`src/rtl/irq_agg_pkg.sv`:
```
package irq_agg_pkg;
   // Flag positions: the grouping logic decodes these, so they are fixed
   localparam int TXB_BIT  = 0;
   localparam int TXF_BIT  = 1;
   localparam int RXB_BIT  = 2;
   localparam int RXF_BIT  = 3;
   localparam int ERR_BASE = 4;

   typedef enum logic {
      SEL_EVENT = 1'b0,
      SEL_MASK  = 1'b1
   } reg_sel_e;
endpackage

```
`src/rtl/irq_evt_latch.sv`:
```
module irq_evt_latch #(
   parameter int W = 8
) (
   input  logic         clk,
   input  logic         rst_n,
   input  logic [W-1:0] set_i,
   input  logic [W-1:0] clr_i,
   output logic [W-1:0] q_o
);
   if (W < 1) begin : g_bad_w
      $error("irq_evt_latch: W must be at least 1");
   end

   for (genvar b = 0; b < W; b++) begin : g_bit
      always_ff @(posedge clk or negedge rst_n) begin
         if (!rst_n)        q_o[b] <= 1'b0;
         else if (set_i[b]) q_o[b] <= 1'b1;   // a set beats a clear
         else if (clr_i[b]) q_o[b] <= 1'b0;
      end
   end


   clear_takes_chk: assert property (@(posedge clk) disable iff (!rst_n)
      |(clr_i & ~set_i) |=> ((q_o & $past(clr_i & ~set_i)) == '0));

   set_lands_chk: assert property (@(posedge clk) disable iff (!rst_n)
      |set_i |=> ((q_o & $past(set_i)) == $past(set_i)));

   set_beats_clear_chk: assert property (@(posedge clk) disable iff (!rst_n)
      |(set_i & clr_i) |=> ((q_o & $past(set_i & clr_i)) == $past(set_i & clr_i)));

   idle_hold_chk: assert property (@(posedge clk) disable iff (!rst_n)
      1'b1 |=> (((q_o ^ $past(q_o)) & ~$past(set_i | clr_i)) == '0));
endmodule

```
`src/rtl/irq_mask_reg.sv`:
```
module irq_mask_reg #(
   parameter int W = 8
) (
   input  logic         clk,
   input  logic         rst_n,
   input  logic         we_i,
   input  logic [W-1:0] d_i,
   output logic [W-1:0] q_o
);
   always_ff @(posedge clk or negedge rst_n) begin
      if (!rst_n)    q_o <= '0;
      else if (we_i) q_o <= d_i;
   end


   mask_load_chk: assert property (@(posedge clk) disable iff (!rst_n)
      we_i |=> (q_o == $past(d_i)));
endmodule

```
`src/rtl/irq_frame_gate.sv`:
```
module irq_frame_gate (
   input  logic clk,
   input  logic rst_n,
   input  logic buf_act_i,
   input  logic frm_act_i,
   input  logic coal_en_i,
   input  logic coal_hit_i,
   output logic irq_o
);
   logic qual_ok;
   assign qual_ok = !coal_en_i || coal_hit_i;

   always_ff @(posedge clk or negedge rst_n) begin
      if (!rst_n) irq_o <= 1'b0;
      else        irq_o <= (buf_act_i || frm_act_i) && qual_ok;
   end


   coal_block_chk: assert property (@(posedge clk) disable iff (!rst_n)
      (coal_en_i && !coal_hit_i) |=> !irq_o);

   frame_hold_chk: assert property (@(posedge clk) disable iff (!rst_n)
      ((buf_act_i || frm_act_i) && !coal_en_i) |=> irq_o);

   frame_quiet_chk: assert property (@(posedge clk) disable iff (!rst_n)
      (!buf_act_i && !frm_act_i) |=> !irq_o);
endmodule

```
`src/rtl/irq_err_reduce.sv`:
```
module irq_err_reduce #(
   parameter int W = 4
) (
   input  logic         clk,
   input  logic         rst_n,
   input  logic [W-1:0] act_i,
   output logic         irq_o
);
   logic any_act;

   if (W == 1) begin : g_single
      assign any_act = act_i[0];
   end else begin : g_multi
      assign any_act = |act_i;
   end

   always_ff @(posedge clk or negedge rst_n) begin
      if (!rst_n) irq_o <= 1'b0;
      else        irq_o <= any_act;
   end


   err_raise_chk: assert property (@(posedge clk) disable iff (!rst_n)
      (act_i != '0) |=> irq_o);

   err_drop_chk: assert property (@(posedge clk) disable iff (!rst_n)
      (act_i == '0) |=> !irq_o);
endmodule

```
`src/rtl/irq_event_agg.sv`:
```
module irq_event_agg
   import irq_agg_pkg::*;
#(
   parameter int N_ERR = 21,
   localparam int EW   = ERR_BASE + N_ERR
) (
   input  logic          clk,
   input  logic          rst_n,
   input  logic [EW-1:0] evt_pulse,
   input  logic          wr_en,
   input  logic          wr_sel,
   input  logic [EW-1:0] wr_data,
   input  logic          rd_sel,
   output logic [EW-1:0] rd_data,
   input  logic          tx_coal_en,
   input  logic          tx_coal_hit,
   input  logic          rx_coal_en,
   input  logic          rx_coal_hit,
   output logic          irq_tx,
   output logic          irq_rx,
   output logic          irq_err
);
   if (N_ERR < 1) begin : g_bad_nerr
      $error("irq_event_agg: N_ERR must be at least 1");
   end

   logic [EW-1:0] evt_q, mask_q, clr_vec, act;
   logic          mask_we;

   assign clr_vec = (wr_en && wr_sel == logic'(SEL_EVENT)) ? wr_data : '0;
   assign mask_we = wr_en && wr_sel == logic'(SEL_MASK);
   assign act     = evt_q & mask_q;
   assign rd_data = (rd_sel == logic'(SEL_MASK)) ? mask_q : evt_q;

   irq_evt_latch #(.W(EW)) u_evt (
      .clk(clk), .rst_n(rst_n), .set_i(evt_pulse), .clr_i(clr_vec), .q_o(evt_q)
   );

   irq_mask_reg #(.W(EW)) u_mask (
      .clk(clk), .rst_n(rst_n), .we_i(mask_we), .d_i(wr_data), .q_o(mask_q)
   );

   irq_frame_gate u_tx (
      .clk(clk), .rst_n(rst_n),
      .buf_act_i(act[TXB_BIT]), .frm_act_i(act[TXF_BIT]),
      .coal_en_i(tx_coal_en), .coal_hit_i(tx_coal_hit), .irq_o(irq_tx)
   );

   irq_frame_gate u_rx (
      .clk(clk), .rst_n(rst_n),
      .buf_act_i(act[RXB_BIT]), .frm_act_i(act[RXF_BIT]),
      .coal_en_i(rx_coal_en), .coal_hit_i(rx_coal_hit), .irq_o(irq_rx)
   );

   irq_err_reduce #(.W(N_ERR)) u_err (
      .clk(clk), .rst_n(rst_n), .act_i(act[EW-1:ERR_BASE]), .irq_o(irq_err)
   );


   mask_gate_chk: assert property (@(posedge clk) disable iff (!rst_n)
      (mask_q == '0) |=> (!irq_tx && !irq_rx && !irq_err));

   reset_quiet_chk: assert property (@(posedge clk)
      !rst_n |-> (evt_q == '0 && mask_q == '0 && !irq_tx && !irq_rx && !irq_err));
endmodule

```
`config.mk`:
```
export PLATFORM = sky130hd
export DESIGN_NAME = irq_event_agg
export DESIGN_NICKNAME = d
export VERILOG_FILES = /design/src/rtl/irq_agg_pkg.sv /design/src/rtl/irq_evt_latch.sv /design/src/rtl/irq_mask_reg.sv /design/src/rtl/irq_frame_gate.sv /design/src/rtl/irq_err_reduce.sv /design/src/rtl/irq_event_agg.sv
export SDC_FILE = /design/constraint.sdc
export NUM_CORES = 1
export LEC_CHECK = 0
export BUFFER_PORTS_ARGS = -buffer_cell sky130_fd_sc_hd__buf_2
export CORE_MARGIN = 1.5
export CORE_UTILIZATION = 40
export DETAILED_ROUTE_END_ITERATION = 16
export GPL_TIMING_DRIVEN = 0
export PLACE_DENSITY = 0.73
export SYNTH_ARGS = -nofsm -noshare
export SYNTH_HDL_FRONTEND = slang
export SYNTH_SLANG_ARGS = --single-unit
```
`constraint.sdc`:
```
create_clock -name clk -period 1.6 [get_ports clk]
set_input_delay 0.32 -clock clk [delete_from_list [all_inputs] [get_ports clk]]
set_output_delay 0.32 -clock clk [all_outputs]
set_load 0.005 [all_outputs]
```
==> flow_summary.toml, run 1 <==
[detailed_routing]
ant_nets = 0
finalWirelength_um = 5340
via_per_inst = 4.94
wl_per_cell_um = 15.3
via_count = 1719
first_pass_iters = 4
drc = 0
drt-initial-drc-count = 31

[power_and_ir_drop]
p_seq_share_pct = 55.2
vdd_ir_drop_max_v = 0.000423
power_mw = 2.84
power_density_mw_per_mm2 = 956
p_switching_mw = 0.743
intPower_mw = 2.09
comb_power_share_pct = 18.7
power.share.switching_pct = 26.2
power_frac_clock_pct = 26.1
leakagePower_nw = 1.30

[setup_path]
cp_max_fo = 10
path_class = "in -> out"
r2r-start = "u_mask.q_o[15]$_DFFE_PN0P_"
rr_endpoint = "u_err.irq_o$_DFF_PN0_"
slowest_delay_ns = 0.35
worstPathCellList = "buf_2 > buf_6 > mux2_2 > buf_2"
r2r_setup_slack_ns = 0.29
cp-end-kind = "output pin"
crit_path_frequent_cell = "buf_2"
start_kind = "primary input"
cpMaxStageDelayCell = "mux2_2"
cp_num_buf_inv = 3
cp.arrival_ns = 1.20
cp.required_ns = 1.28
cp.depth = 4
crit_family = "buffers and inverters"
reg2reg_depth = 3

[floorplanning]
die-height_um = 79.7
num_rows = 27
num_io_pins = 87
initial_core_util_pct = 42.0
coreArea_mm2 = 0.00561
die_area_mm2 = 0.00635
die_w_um = 79.7

[timing]
setup_viol = 0
drv_slew = 0
tns_ns = 0
rsz0062_at_grt = "no"
finalCritPeriodShare_pct = 95.2
worst_slew_pin_slew_ns = 1.20
max_slew_margin_pct = 19.9
hold_viol = 0
fmax_mhz = 657
fin_skew_ns = 0.00591
min_period_ns = 1.52

[hold_path]
hold_end = "u_rx.irq_o$_DFF_PN0_"
min_delay_path_depth = 2
hold_start = "rx_coal_en"
hold_class = "in -> reg"

[clock_tree]
clock_sinks = 53
cts_tree = "yes"
cts_max_level = 2
cts_root_buffer = "clkbuf_8"
cts_made_buffers = 5
clkTransAtPathRegs_ns = 0.09
clock_latency_ns = 0.31
cts_buffer_depth = 2
cts_hold_buf = 0

[cells_and_area]
fin_nets = 334
diodes = 0
drive_gt1_share_pct = 54.3
area_delta_synth_final_pct = 26.2
fin_area_mm2 = 0.00297
fillers = 515

[run]
maxCapViolations = 0

[outcome]
status = "finished, final reports clean"

[grt]
grt_usage_pct = 17.6
grt_antenna_before_repair = 0
grt_max_degree = 54
grt_overflow = 0
grt_pass1_vias = 1724
grt_first_pass_wirelength_um = 8380

[logic_synthesis]
ys_seq_area_share_pct = 56.4
synth.distinct_cells = 13
synth_nets = 242
avgSynthCellArea_um2 = 12.9
synthCells = 183
synth_area_leader_cell = "dfrtp_1"
syn-cell-area_mm2 = 0.00235
synth_top_area_share_pct = 56.4
synth-seq-cells = 53
ys.warnings.count = 0
synth_area_leaders = "dfrtp_1 56%, mux2_2 24%, a21o_1 8.0%"

[place]
placement.io_buffers = 85
finalWeightedCongestion = 0.745
place_area_mm2 = 0.00287
hpwl_um = 3880
==> flip-flops by register name, indices dropped and copies added, names as in the netlist <==
register	count
u_err.irq_o	1
u_rx.irq_o	1
u_tx.irq_o	1
u_mask.q_o	25
u_evt.q_o	25
==> power by group through the flow <==
stage	combinational, mW	sequential, mW	clock, mW
finish	0.530	1.57	0.741
global route	0.584	1.59	0.827
CTS	0.539	1.57	0.780
detailed placement	0.534	1.59	0
global placement	0.524	1.59	0
floorplan	0.299	1.57	0
==> how the worst max path moves through the flow <==
| stage | slack [ns] | startpoint | to |
|---|---|---|---|
| finish | 0.08 | rd_sel | rd_data[7] |
| global route | 0.04 | rd_sel | rd_data[7] |
| CTS | 0.03 | rd_sel | rd_data[7] |
| detailed placement | -0.05 | rd_sel | rd_data[7] |
| global placement | -0.06 | rd_sel | rd_data[4] |
| floorplan | 0.24 | rd_sel | rd_data[0] |
==> synth_stat cells, drive strengths merged <==
master  instances
mux2           50
a22oi          11
inv             2
a21oi           2
nor2b           1
nand3           2
a222oi          1
or3             1
a21o           25
dfrtp          53
nand2          26
buf             8
nand4           1
==> per-stage QoR <==
stage               setup slack [ns]  hold slack [ns]  instances  utilization, %
CTS                           0.0337            0.162        348            52.8
global route                  0.0355            0.151        348            52.9
detailed placement           -0.0534            0.489        340            51.2
finish                        0.0770            0.173        348            52.9
floorplan                      0.243           0.0244        183               -
global placement             -0.0618            0.478        340            51.2
==> what timing repair did <==
action                                 in CTS  in global routing
buffers inserted                            0                  0
pin swaps                                   0                  0
setup endpoints to repair                  20                  5
resized for setup                           2                  2
endpoints found under the hold margin       0                  0
==> cell families (layout without fill, tap and decap cells) <==
family | Yosys count | after routing | share of synthesized area (%)
flip-flops | 53 | 53 | 56.4
buffers and inverters | 10 | 103 | 2.02
multiplexers | 50 | 50 | 23.9
AO/OA/AOI/OAI | 39 | 39 | 12.3
AND/OR/NAND/NOR | 31 | 31 | 5.37
==> metal layers <==
metal  up-vias  GRT usage [%]  wire length, um
met4         0           5.79               75
met1       826           22.5             2310
met3         6           3.66              314
met5         -              0                0
met2        53           29.7             2640
li1        834              -                -
==> cells in the final DEF (no fill, tap or decap), types with 2 or more instances in the layout <==
master and instances:
a21o_1 25, inv_1 2, a22oi_1 11, dfrtp_1 53, mux2_2 50, clkinvlp_4 2
nand2_1 26, nand3_1 2, clkbuf_8 5, buf_6 2, buf_2 91, a21oi_1 2
==> layout make-up <==
type | instances | area, um2 | area share (%)
Clock inverter | 2 | 15.0 | 0.506
Tap cell | 72 | 90.1 | 3.03
Timing Repair Buffer | 85 | 425 | 14.3
Sequential cell | 53 | 1330 | 44.7
Multi-Input combinational cell | 120 | 980 | 33.0
Buffer | 8 | 52.6 | 1.77
Clock buffer | 6 | 72.6 | 2.44
Inverter | 2 | 7.51 | 0.253
Power figures use the tool's default switching activity.
==> run 2: changes to the inputs <==
- HOLD_SLACK_MARGIN: not set -> 0.03
- clock period: 1.6 -> 1.5 ns (I/O delays scaled with it)
==> run 2 against run 1 <==
First-iteration DRC count increased by 58%. Core utilization increased by 0.11 points. Via count increased by 0.58%. Register-to-register slack got worse by 0.10 ns. Total power increased by 6.7%. Sequential share of layout area decreased by 0.094 points.
==> flow_summary.toml, run 2 (synthesis results as in run 1) <==
[outcome]
status = "finished, final reports clean"

[timing]
fin_skew_ns = 0.00525
hold_viol = 0
min_period_ns = 1.45
tns_ns = 0
finalCritPeriodShare_pct = 96.5
drv_slew = 0
timing.final.ws_setup_ns = 0.0531
rsz0062_at_grt = "no"
worst_slew_pin_slew_ns = 1.20
fmax_mhz = 691
max_slew_margin_pct = 20.2
setup_viol = 0

[floorplanning]
die_w_um = 79.7
num_rows = 27
die_area_mm2 = 0.00635
coreArea_mm2 = 0.00561
die-height_um = 79.7
num_io_pins = 87
initial_core_util_pct = 42.0

[hold_path]
hold_class = "in -> reg"
hold_start = "rx_coal_en"
min_delay_path_depth = 2
hold_end = "u_rx.irq_o$_DFF_PN0_"

[cells_and_area]
final_cell_mix = "90 x buf_2, 53 x dfrtp_1, 50 x mux2_2"
final_cells = 348
seq_area_mm2 = 0.00133
final_util_pct = 53.1
reg_top3 = "u_evt.q_o x25, u_mask.q_o x25"
mostFrequentLayoutCell = "buf_2"
fin_nets = 334
fillers = 516
drive_gt1_share_pct = 54.3
area_delta_synth_final_pct = 26.4
diodes = 0
fin_area_mm2 = 0.00298
multiInputGateArea_um2 = 980

[setup_path]
start_kind = "primary input"
rr_endpoint = "u_err.irq_o$_DFF_PN0_"
r2r_setup_slack_ns = 0.19
critPathLaunch = "rd_sel"
cp-end-kind = "output pin"
path_class = "in -> out"
r2r-start = "u_mask.q_o[15]$_DFFE_PN0P_"
reg2reg_depth = 3
cp_max_fo = 10
cp.arrival_ns = 1.15
cp.required_ns = 1.20

[clock_tree]
cts_root_buffer = "clkbuf_8"
cts_max_level = 2
cts_made_buffers = 5
clkTransAtPathRegs_ns = 0.09
cts_buffer_depth = 2
cts_tree = "yes"
clock_latency_ns = 0.30
cts_setup_buffers = 0
cts_hold_buf = 0
clock_sinks = 53

[grt]
grt_first_pass_wirelength_um = 8380
grt_overflow = 0
grt_pass1_vias = 1724
grt_usage_pct = 17.6
grt_antenna_before_repair = 0
grt_max_degree = 54

[place]
placement.io_buffers = 85
place_area_mm2 = 0.00287
dp_slack_ns = -0.113
hpwl_um = 3880
finalWeightedCongestion = 0.745
placed_cells = 340

[detailed_routing]
via_per_inst = 4.97
ant_nets = 0
wl_per_cell_um = 15.3
via_count = 1729
finalWirelength_um = 5320
first_pass_iters = 4
drt-initial-drc-count = 49
drc = 0

[power_and_ir_drop]
vdd_ir_drop_max_v = 0.000449
leakagePower_nw = 1.30
power_density_mw_per_mm2 = 1020

[run]
maxCapViolations = 0
==> run 2: worst max-delay path by stage <==
stage	cells after the start	endpoint	slack [ns]
finish	4	rd_data[15]	0.05
detailed placement	4	rd_data[7]	-0.11
CTS	4	rd_data[7]	-0.03
floorplan	3	rd_data[0]	0.18
global route	4	rd_data[9]	0.02
global placement	4	rd_data[4]	-0.12
==> run 2: area by class of cell <==
cell class,count,area share (%)
well taps,72,3.03
clock inverters,2,0.505
plain buffers,8,1.98
inverters,2,0.252
repair buffers,85,14.3
multi-input cells,120,32.9
clock buffers,6,2.44
flip-flops and latches,53,44.6
==> run 2: power breakdown <==
| part | internal (mW) | switching [mW] |
|---|---|---|
| combinational | 0.335 | 0.232 |
| sequential | 1.57 | 0.0996 |
| clock | 0.330 | 0.462 |
==> run 2: routing by layer <==
| metal | vias up | wire length, um | track usage [%] |
|---|---|---|---|
| li1 | 841 | - | - |
| met1 | 830 | 2310 | 22.5 |
| met2 | 51 | 2650 | 29.7 |
| met3 | 7 | 281 | 3.66 |
| met4 | 0 | 78 | 5.79 |
| met5 | - | 0 | 0 |
==> run 2: timing repair <==
action	4_1_cts	5_1_grt
cloned	0	0
pin swaps	0	0
gates resized for setup	2	4
endpoints found under the setup margin	20	20
==> run 2: critical path, cell delays in order <==
cell and delay (ns):
clkbuf_4 0.18, buf_6 0.18, mux2_2 0.35, buf_2 0.13
==> run 2: stage by stage <==
stage               hold slack (ns)  power [mW]
global placement              0.472        2.25
CTS                           0.142        3.08
detailed placement            0.477        2.27
global route                  0.131        3.20
finish                        0.153        3.03
floorplan                   0.00441        1.99
